### src/rtl/halt_pkg.sv
package halt_pkg;
  localparam logic [7:0] HALT_OPCODE = 8'h8E;

  typedef enum logic [2:0] {
    ST_LOAD  = 3'd0,
    ST_DELAY = 3'd1,
    ST_RUN   = 3'd2,
    ST_PHALT = 3'd3,
    ST_AHALT = 3'd4
  } halt_state_t;
endpackage

### src/rtl/halt_mode_sel.sv
module halt_mode_sel (
  input  logic       lt_irq_en,
  input  logic       ovf_irq_en,
  input  logic [1:0] clk_sel,
  output logic       ah_en
);
  always_comb begin
    ah_en = lt_irq_en | (ovf_irq_en & (clk_sel == 2'b01));
  end
endmodule

### src/rtl/halt_wake_pick.sv
module halt_wake_pick #(
  parameter int NIRQ = 8,
  localparam int IW = (NIRQ > 1) ? $clog2(NIRQ) : 1
) (
  input  logic [NIRQ-1:0] req,
  output logic            any,
  output logic [IW-1:0]   idx
);
  always_comb begin
    any = |req;
    idx = '0;
    for (int i = NIRQ - 1; i >= 0; i--) begin
      if (req[i]) idx = IW'(i);
    end
  end
endmodule

### src/rtl/halt_boot_timer.sv
module halt_boot_timer #(
  parameter int SHORT_CYC = 256,
  parameter int LONG_CYC  = 4096,
  localparam int CW = $clog2(LONG_CYC)
) (
  input  logic clk,
  input  logic rst_n,
  input  logic load,
  input  logic long_sel,
  input  logic run,
  output logic done
);
  logic [CW-1:0] cnt;

  always_ff @(posedge clk or negedge rst_n) begin
    if (!rst_n) begin
      cnt <= '0;
    end else if (load) begin
      cnt <= long_sel ? CW'(LONG_CYC - 1) : CW'(SHORT_CYC - 1);
    end else if (run && cnt != '0) begin
      cnt <= cnt - 1'b1;
    end
  end

  assign done = run && (cnt == '0);
endmodule

### src/rtl/halt_seq.sv
module halt_seq
  import halt_pkg::*;
#(
  parameter int               NIRQ      = 8,
  parameter int               NPER      = 4,
  parameter logic [NIRQ-1:0]  EXT_MASK  = 8'h0F,
  parameter logic [NIRQ-1:0]  TMR_MASK  = 8'h30,
  parameter int               SHORT_CYC = 256,
  parameter int               LONG_CYC  = 4096,
  localparam int IW = (NIRQ > 1) ? $clog2(NIRQ) : 1
) (
  input  logic            clk,
  input  logic            rst_n,
  input  logic            instr_valid,
  input  logic [7:0]      instr_byte,
  input  logic            lt_irq_en,
  input  logic            ovf_irq_en,
  input  logic [1:0]      clk_sel,
  input  logic            dly_long,
  input  logic            wdg_active,
  input  logic [NIRQ-1:0] irq_req,
  input  logic            mask_we,
  input  logic            mask_wd,
  output logic            osc_en,
  output logic            timer_en,
  output logic [NPER-1:0] periph_en,
  output logic            cpu_stall,
  output logic            i_mask,
  output logic            resume,
  output logic            resume_rst,
  output logic [IW-1:0]   resume_idx,
  output logic            wdg_rst
);
  halt_state_t     st;
  logic            ah_en;
  logic            halt_hit;
  logic            wdg_trip;
  logic            use_timer_src;
  logic [NIRQ-1:0] wake_req;
  logic            wake_any;
  logic [IW-1:0]   wake_idx;
  logic            boot_done;

  halt_mode_sel u_mode (
    .lt_irq_en (lt_irq_en),
    .ovf_irq_en(ovf_irq_en),
    .clk_sel   (clk_sel),
    .ah_en     (ah_en)
  );

  assign halt_hit = (st == ST_RUN) && instr_valid && (instr_byte == HALT_OPCODE);
  assign wdg_trip = halt_hit && wdg_active && !ah_en;

  assign use_timer_src = (st == ST_AHALT) || ((st == ST_RUN) && ah_en);
  assign wake_req = irq_req & (use_timer_src ? (EXT_MASK | TMR_MASK) : EXT_MASK);

  halt_wake_pick #(.NIRQ(NIRQ)) u_pick (
    .req(wake_req),
    .any(wake_any),
    .idx(wake_idx)
  );

  halt_boot_timer #(.SHORT_CYC(SHORT_CYC), .LONG_CYC(LONG_CYC)) u_boot (
    .clk     (clk),
    .rst_n   (rst_n),
    .load    (st == ST_LOAD),
    .long_sel(dly_long),
    .run     (st == ST_DELAY),
    .done    (boot_done)
  );

  always_ff @(posedge clk or negedge rst_n) begin
    if (!rst_n) begin
      st         <= ST_LOAD;
      i_mask     <= 1'b1;
      resume     <= 1'b0;
      resume_rst <= 1'b0;
      resume_idx <= '0;
      wdg_rst    <= 1'b0;
    end else begin
      resume  <= 1'b0;
      wdg_rst <= 1'b0;
      unique case (st)
        ST_LOAD: st <= ST_DELAY;
        ST_DELAY: begin
          if (boot_done) begin
            st         <= ST_RUN;
            resume     <= 1'b1;
            resume_rst <= 1'b1;
            resume_idx <= '0;
          end
        end
        ST_RUN: begin
          if (wdg_trip) begin
            wdg_rst <= 1'b1;
          end else if (halt_hit) begin
            i_mask <= 1'b0;
            if (wake_any) begin
              resume     <= 1'b1;
              resume_rst <= 1'b0;
              resume_idx <= wake_idx;
            end else begin
              st <= ah_en ? ST_AHALT : ST_PHALT;
            end
          end else if (mask_we) begin
            i_mask <= mask_wd;
          end
        end
        ST_PHALT, ST_AHALT: begin
          if (wake_any) begin
            st         <= ST_RUN;
            resume     <= 1'b1;
            resume_rst <= 1'b0;
            resume_idx <= wake_idx;
          end
        end
        default: st <= ST_LOAD;
      endcase
    end
  end

  assign osc_en    = (st != ST_PHALT);
  assign timer_en  = (st == ST_RUN) || (st == ST_AHALT);
  assign periph_en = (st == ST_RUN) ? {NPER{1'b1}} : {NPER{1'b0}};
  assign cpu_stall = (st != ST_RUN);
endmodule

### config.mk
export PLATFORM = sky130hd
export DESIGN_NAME = halt_seq
export DESIGN_NICKNAME = d
export VERILOG_FILES = /design/src/rtl/halt_pkg.sv /design/src/rtl/halt_mode_sel.sv /design/src/rtl/halt_wake_pick.sv /design/src/rtl/halt_boot_timer.sv /design/src/rtl/halt_seq.sv
export SDC_FILE = /design/constraint.sdc
export NUM_CORES = 1
export LEC_CHECK = 0
export CAP_MARGIN = 30
export CORE_UTILIZATION = 45
export CTS_CLUSTER_SIZE = 8
export DETAILED_ROUTE_END_ITERATION = 6
export PLACE_DENSITY = 0.81
export SKIP_CTS_REPAIR_TIMING = 1
export SLEW_MARGIN = 10
export SYNTH_ARGS = -nofsm -noshare
export SYNTH_HDL_FRONTEND = slang
export SYNTH_SLANG_ARGS = --single-unit
### constraint.sdc
create_clock -name clk -period 2.3 [get_ports clk]
set_input_delay 0.46 -clock clk [delete_from_list [all_inputs] [get_ports clk]]
set_output_delay 0.46 -clock clk [all_outputs]
set_load 0.03 [all_outputs]
Yosys cells after proc, flatten, opt, wreduce, memory -nomap -nowiden --
Index checks and enable logic that the tools add are counted.
Operators by class: reduce and logical (&&, ||, !) cells 21, add/subtract/negate cells 1, bitwise logic cells 4, multiplexer cells 39, equality and inequality tests 13
Operators by type and width (number):
- 3-bit 2-to-1 mux | 18
- 12-bit 2-to-1 mux | 3
- 12-bit zero test | 1
- 1-bit 2-to-1 mux | 12
- 3-bit case mux with 4 select lines | 1
- 12-bit nonzero test | 1
- 12-bit by 1-bit subtractor with 12-bit output, second input constant | 1
- 3-bit case mux with 3 select lines | 1
- 8-bit by 6-bit bitwise AND with 8-bit output | 1
- 8-bit == test, second input constant | 1
- 2-bit != test, second input constant | 4
- 8-bit OR reduction | 1
- 1-bit logical AND | 7
- 3-bit by 2-bit == test with 1-bit output, second input constant | 2
- 6-bit 2-to-1 mux | 1
- 3-bit by 2-bit != test with 1-bit output, second input constant | 2
- 1-bit case mux with 3 select lines | 2
- 5-bit AND reduction | 1
- 4-bit 2-to-1 mux | 1
- 4-bit AND reduction | 1
- 2-bit nonzero test | 2
- 3-bit by 1-bit == test with 1-bit output, second input constant | 1
- 3-bit == test, second input constant | 1
- 3-bit zero test | 1
- 10 further kinds | 11
Storage, ports and cells: register bits 22, output and inout port bits 14, bits of input ports 27, word-level logic and storage cells 85

Longest topological paths before layout --
Gate-level depths: netlist of the first run.
depth after elaboration 19, gate-level depth with buffers 7, depth with buffers taken out 7

Cells and area by module --
A second synthesis of the first run with hierarchy kept.
Second synthesis, totals: cells, all modules 159, area, all modules 1468.9 µm²
By module, submodules not included:
- halt_boot_timer | cells an instance 72, area an instance 693.2 µm², times used 1, sequential area each 300.3 µm²
- halt_seq | cells an instance 72, area an instance 683.2 µm², times used 1, sequential area each 251.5 µm²
- halt_wake_pick | cells an instance 13, area an instance 81.3 µm², times used 1, sequential area each 0.0 µm²
- halt_mode_sel | cells an instance 2, area an instance 11.3 µm², times used 1, sequential area each 0.0 µm²

Worst setup path before layout of the first run --
OpenSTA, ideal clock, no wires.
path kind register to register, start point reg st[2], end point reg i_mask, library setup time 0.077 ns, clock period less this slack 2.128 ns, buffers on the path 1, required time 2.223 ns, slack 0.172 ns, data arrival time 2.050 ns, cell stages (with the launch flop) 7, cells stage by stage dfrtp_1 -> buf_2 -> nand2b_1 -> nor2_1 -> inv_1 -> o22a_1 -> o22ai_1
On the way: longest elaborated chain between the ends 7, elaborated cells between the ends (all ways) 9, those cells by class eq/ne (1); mux (1); bitwise (1); reduce/logical (6)
RTL lines:
- start: declaration | RTL line halt_seq.sv:34 | halt_state_t st;
- start signal: assignment | RTL line halt_seq.sv:103 | st <= ah_en ? ST_AHALT : ST_PHALT;
- 3-bit by 2-bit == test with 1-bit output * | RTL line halt_seq.sv:51, halt_seq.sv:83
- 1-bit logical AND (2 in a row) | RTL line halt_seq.sv:51 | assign halt_hit = (st == ST_RUN) && instr_valid && (instr_byte == HALT_OPCODE);
- 1-bit logical AND (2 in a row) | RTL line halt_seq.sv:52 | assign wdg_trip = halt_hit && wdg_active && !ah_en;
- 1-bit inverter (no source line)
- 3-bit AND reduction (no source line)
- end signal: assignment | RTL line halt_seq.sv:106 | i_mask <= mask_wd;
- end: declaration | RTL line halt_seq.sv:28 | output logic i_mask,
Mark *: on every way between the ends. The rest lies on a longest branch, timed or not. A chain may end at the register's enable or synchronous reset.

Worst setup path in the final report of the first run --
start point reg u_boot.cnt[9], end point reg st[2]
On the way: longest elaborated chain between the ends 4
RTL lines:
- start: declaration | RTL line halt_boot_timer.sv:13 | logic [CW-1:0] cnt;
- start signal: assignment | RTL line halt_boot_timer.sv:19 | cnt <= long_sel ? CW'(LONG_CYC - 1) : CW'(SHORT_CYC - 1);
- start signal: assignment | RTL line halt_boot_timer.sv:21 | cnt <= cnt - 1'b1;
- 12-bit zero test | RTL line halt_boot_timer.sv:25 | assign done = run && (cnt == '0);
- 1-bit logical AND | RTL line halt_boot_timer.sv:25
- 2-bit != test (no source line)
- 5-bit AND reduction (no source line)
Every way passes these cells.

==> qor.csv, run 1 <==
stage;metric;value;unit
status;status;finished, violations left;
status;violations;design-rule violations;
timing;rsz0062_at_grt;no;
worst_setup_path;cp.arrival;2.37;ns
grt;gr-total-overflow;0;
layout;syn_to_final_growth;41.5;%
grt;grt_max_degree;23;
placed_design;dp_cells;223;
yosys;synth_common_cells;dfrtp_1 (21), nand2_1 (17), nor2_1 (13);
layout;post-route-util;68.1;%
yosys;synthAdderAreaFrac;0.927;%
timing;slew_headroom;62.1;%
clock_tree;cts-root-buf;clkbuf_4;
worst_setup_path;r2r-start;u_boot.cnt[9];
worst_setup_path;worst_path_max_delay_cell;or4_4;
yosys;syn_area_per_cell;9.25;µm²
yosys;synth_flop_cell;dfrtp_1;
floorplanning;die_w;56.8;µm
timing;finalSetupViolCount;0;
timing;slew_viol_final;0;
timing;fin_crit;2.14;ns
clock_tree;cts_tree;yes;
detailed_routing;wl_per_cell;14.4;µm
timing;fmax;467;MHz
flow_run;maxCapViolCount;0;
yosys;synth_fp_nets;174;
timing;skew;0.00638;ns
yosys;synthXorXnorAreaFrac;4.54;%
worst_setup_path;regToRegSetupSlack;0.16;ns
worst_setup_path;start_kind;flop;
clock_tree;clock-sinks;22;
yosys;synth_cell_type_count;45;
clock_tree;clockBufferDepth;2;
worst_setup_path;worstSetupPathType;flop to flop;
clock_tree;clk_latency;0.33;ns
floorplanning;core_area;2810;µm²
grt;grt_use_total;22.7;%
detailed_routing;vias;1308;
detailed_routing;routed_via_density;5.76;
layout;design_area;1910;µm²
worst_setup_path;path_max_fanout;6;
power;vdd_drop_max;825;µV
worst_setup_path;r2r-end;st[2];
layout;stdcell_count;227;
min_path;min_path_type;primary input to async pin;
yosys;synth_seq_area_share;40.9;%
grt;grt_pass1_vias;1295;
floorplanning;pin_count;41;
placed_design;pre_cts_ws;-0.188;ns
yosys;synth_top_area_cell;dfrtp_1;
timing;setup_ws;0.158;ns
worst_setup_path;cp.required;2.53;ns
yosys;synthTopCellsByArea;dfrtp_1 (39%), nand2_1 (4.7%), xnor2_1 (4.5%);
yosys;synth_mux_area_share;4.63;%
floorplanning;start_util;48.1;%
yosys;synth-edff-count;0;
timing;holdWs;0.456;ns
yosys;yosys.cell_count.top_type;dfrtp_1;
detailed_routing;wl;3270;µm
worst_setup_path;crit_chain;or4_4 > and4bb_2 > nor2_2 > a221oi_2 > mux2_2;
yosys;syn_inst;146;
power;finalPower;2.06;mW
grt;grt_pass1_wl;5600;µm
yosys;synth_compound_area_share;16.8;%
placed_design;place_congestion;0.867;
floorplanning;die-area;3220;µm²
worst_setup_path;critPathCaptureType;flop;
worst_setup_path;r2r_cells;5;
clock_tree;htreeDepth;1;
grt;antenna_found_initial;0;
layout;nNetsFinal;225;
power;p_per_area;1080;nW/µm²
timing;post-route-period-util;93.1;%
clock_tree;cts_buffers;3;
floorplanning;rows;19;
placed_design;dpl-instance-area;1840;µm²
detailed_routing;dr.pass1.iters;6;
timing;fin_tns_setup;0;ns
detailed_routing;ant_nets;0;
yosys;yosys_register_bits;22;
timing;hold_viol;0;
floorplanning;die_h;56.8;µm
placed_design;portBuffers;38;
power;p_leak;0.863;nW
detailed_routing;first_iter_violations;49;
yosys;yosys.area_share.simple;27.3;%
clock_tree;clk_pin_slew;0.13;ns
worst_setup_path;max_stage_delay;0.57;ns
yosys;synth_top_family_by_area;simple AND/OR/NAND/NOR gates;
layout;drive_gt1_share;15.3;%
yosys;synth_warnings;0;
yosys;async_flop_share;100;%
yosys;netlist_area;1350;µm²
placed_design;hpwlAfterDp;2520;µm
timing;worst_pin_slew;0.554;ns
yosys;synth_top_area_share;38.9;%
layout;diodes;0;
detailed_routing;drcViolationCount;6;
==> sequential cells by signal (all words and copies together) (netlist names) <==
signal,flops
u_boot.cnt,12
resume_idx,3
st,3
i_mask,1
resume,1
resume_rst,1
wdg_rst,1
==> cell type report <==
| cell class | instances | area, µm² |
|---|---|---|
| multi-input combinational | 110 | 734 |
| inverter | 8 | 30.0 |
| timing repair buffer | 52 | 503 |
| clock inverter | 1 | 30.0 |
| sequential | 22 | 552 |
| tap | 31 | 38.8 |
| fill | 218 | 895 |
| clock buffer | 3 | 22.5 |
==> per-layer routing <==
metal | part of all wire [%] | GRT usage (%) | up-vias
met5 | 0 | 0 | -
met4 | 2.1 | 12.2 | 0
met3 | 4.4 | 3.23 | 5
met2 | 50 | 39.5 | 30
met1 | 44 | 26.9 | 637
li1 | - | - | 636
==> power by group <==
part           total [mW]  internal (mW)  switching [mW]  leakage (nW)
registers           0.595          0.505          0.0902         0.244
clock network       0.310          0.177           0.134        0.0279
logic                1.15          0.515           0.639         0.592
total                2.06           1.20           0.863         0.863
==> critical path: cells and delay by family, from the launching register on <==
family	cells	cell delay, ns
multiplexers	1	0.37
AND/OR/NAND/NOR	3	1.02
AO/OA/AOI/OAI	1	0.22
flip-flops	1	0.43
==> how the worst max path moves through the flow <==
stage          depth (start not counted)      endpoint           from  slack (ns)
2_1_floorplan                          6        i_mask          st[2]        0.17
3_3_place_gp                           6         st[2]  instr_byte[5]       -0.09
3_5_place_dp                           6         st[2]  instr_byte[5]       -0.19
4_1_cts                                3  periph_en[2]          st[2]       -0.21
5_1_grt                                5         st[2]  u_boot.cnt[9]        0.07
6_report                               5         st[2]  u_boot.cnt[9]        0.16
==> placed cells by master (no fill, tap or decap), types with 2 or more instances in the layout <==
cell type and n:
clkdlybuf4s50_1 31, dfrtp_1 21, nand2_1 17, buf_4 14, nor2_1 12, inv_1 8, a21oi_1 8, xnor2_1 7
dlymetal6s2s_1 7, o21ai_0 5, a31oi_1 4, mux2i_1 4, nand2b_1 3, nor3b_1 3, and3b_1 3, nor3_1 3
clkbuf_4 3, nor2_2 2, nor2b_1 2, nand3_1 2, or3_2 2, nor4b_1 2, nand4_1 2, nor4_1 2
nand4b_1 2, a211oi_1 2, mux2_2 2, o22ai_1 2, a211o_1 2, a2111oi_0 2
==> logic make-up (layout without fill, tap and decap cells) <==
group,Yosys count,in the layout
xor gates and xnor gates,7,7
and+or+nand+nor,63,63
AOI/OAI and AO/OA,33,33
DFF,22,22
muxes,6,6
buffers and inverters,14,64
adders and majority gates,1,1
Note: power is estimated with default switching activity, not from simulation.
==> run 2, diff against run 1 <==
--- a/config.mk
+++ b/config.mk
@@ -6,6 +6,7 @@
 export NUM_CORES = 1
 export LEC_CHECK = 0
 export CAP_MARGIN = 30
+export CORE_MARGIN = 2
 export CORE_UTILIZATION = 45
 export CTS_CLUSTER_SIZE = 8
 export DETAILED_ROUTE_END_ITERATION = 6
==> run 2 against run 1 <==
Compared with the run above:
- the flow still finishes with violations (design-rule violations)
- global-route usage down 1.9 points
- non-clock buffer count down 1
- power down 5.0%
- die area up 7.2%
- flip-flop and latch count unchanged
- sequential power up 2%
- worst setup slack better by 0.014 ns
- clock skew down 0.0054 ns
- clock power down 30%
- first-iteration DRC count up 43%
- via count down 0.15%
- critical path type unchanged
==> qor.csv, run 2 (same netlist as run 1, synthesis figures left out) <==
stage;metric;value;unit
layout;fill_cells;218;
worst_setup_path;cp.required;2.51;ns
grt;grt_max_degree;23;
min_path;min_path_type;primary input to async pin;
placed_design;hpwlAfterDp;2510;µm
detailed_routing;first_iter_violations;70;
detailed_routing;drcViolationCount;2;
layout;final_cell_mix;clkdlybuf4s50_1 (31), dfrtp_1 (20), nand2_1 (17);
floorplanning;rows;19;
grt;grt_pass1_vias;1262;
floorplanning;die-area;3450;µm²
layout;diodes;0;
timing;worst_pin_slew;0.584;ns
floorplanning;start_util;48.1;%
timing;fin_crit;2.13;ns
layout;largest_reg_flops;12;
layout;post-route-util;67.5;%
layout;top_register;u_boot.cnt;
detailed_routing;routed_via_density;5.78;
status;violations;design-rule violations;
worst_setup_path;cp.arrival;2.34;ns
power;vdd_drop_max;753;µV
layout;syn_to_final_growth;40.3;%
status;status;finished, violations left;
grt;antenna_found_initial;0;
worst_setup_path;start_kind;flop;
detailed_routing;ant_nets;0;
worst_setup_path;r2r-end;st[2];
floorplanning;pin_count;41;
timing;hold_viol;0;
clock_tree;clockBufferDepth;2;
worst_setup_path;worstSetupStartpoint;u_boot.cnt[9];
worst_setup_path;path_max_fanout;6;
power;p_per_area;1030;nW/µm²
timing;finalSetupViolCount;0;
flow_run;maxCapViolCount;0;
floorplanning;die_h;58.8;µm
clock_tree;htreeDepth;1;
clock_tree;clk_pin_slew;0.12;ns
layout;final_common_cell;clkdlybuf4s50_1;
timing;rsz0062_at_grt;no;
worst_setup_path;critPathCaptureType;flop;
timing;fmax;470;MHz
clock_tree;clk_latency;0.31;ns
worst_setup_path;worstSetupPathType;flop to flop;
worst_setup_path;r2r_cells;5;
timing;skew;0.000988;ns
layout;reg.largest.list;u_boot.cnt (12), resume_idx (3), st (3);
timing;slew_headroom;60.1;%
placed_design;place_congestion;0.826;
worst_setup_path;r2r-start;u_boot.cnt[9];
clock_tree;cts_tree;yes;
worst_setup_path;regToRegSetupSlack;0.17;ns
timing;post-route-period-util;92.5;%
grt;grt_pass1_wl;5530;µm
timing;slew_viol_final;0;
clock_tree;clock-sinks;22;
power;finalPower;1.96;mW
floorplanning;die_w;58.8;µm
detailed_routing;dr.pass1.iters;6;
floorplanning;core_area;2810;µm²
power;p_leak;0.852;nW
detailed_routing;wl_per_cell;14.6;µm
grt;gr-total-overflow;0;
placed_design;portBuffers;38;
detailed_routing;vias;1306;
detailed_routing;wl;3300;µm
worst_setup_path;crit_path_end;st[2];
grt;grt_use_total;20.8;%
layout;drive_gt1_share;15.9;%
clock_tree;cts-root-buf;clkbuf_4;
layout;nNetsFinal;224;
clock_tree;cts_buffers;3;
[run 2: layout make-up]
class	count	area [µm²]	area share (%)
flip-flops and latches	22	553	29.2
clock buffers	4	36.3	1.92
well taps	31	38.8	2.05
multi-input cells	110	741	39.1
repair buffers	51	495	26.2
inverters	8	30.0	1.59
[run 2: how the worst min path moves through the flow]
stage / from / endpoint / slack [ns] / depth (start not counted)
2_1_floorplan: rst_n / resume / 0.16 / 0
3_3_place_gp: i_mask / i_mask / 0.48 / 2
3_5_place_dp: i_mask / i_mask / 0.49 / 2
4_1_cts: rst_n / u_boot.cnt[6] / 0.50 / 2
5_1_grt: rst_n / resume_idx[2] / 0.51 / 2
6_report: rst_n / resume_idx[2] / 0.49 / 2
[run 2: where the power goes]
group / leakage [nW] / total [mW] / switching (mW) / internal [mW]
registers: 0.243 / 0.606 / 0.0990 / 0.507
logic: 0.588 / 1.13 / 0.629 / 0.506
clock network: 0.0210 / 0.217 / 0.120 / 0.0967
total: 0.852 / 1.96 / 0.848 / 1.11
[run 2: critical path, stage by stage (launching register included)]
cell      delay [ns]
dfrtp_1         0.43
or4_4           0.57
and4bb_2        0.35
nor2_2          0.09
a221oi_2        0.22
mux2_2          0.37
[run 2: routing by layer]
metal  global-route usage (%)  routed length [µm]
met1                     25.4                1390
met2                     36.3                1700
met3                     3.96                 155
met4                     7.14                  51
met5                        0                   0
[run 2: through the flow]
step / std cells / hold slack (ns) / setup slack [ns] / TNS (ns) / instance area (µm²)
final: 226 / 0.486 / 0.172 / 0 / 1890
after global routing: 226 / 0.507 / 0.0740 / 0 / 1890
after CTS: 226 / 0.501 / -0.255 / -1.34 / 1870
after detailed placement: 222 / 0.490 / -0.177 / -0.564 / 1830
after global placement: 222 / 0.477 / -0.102 / -0.193 / 1830
after floorplan: 146 / 0.164 / 0.172 / 0 / 1350
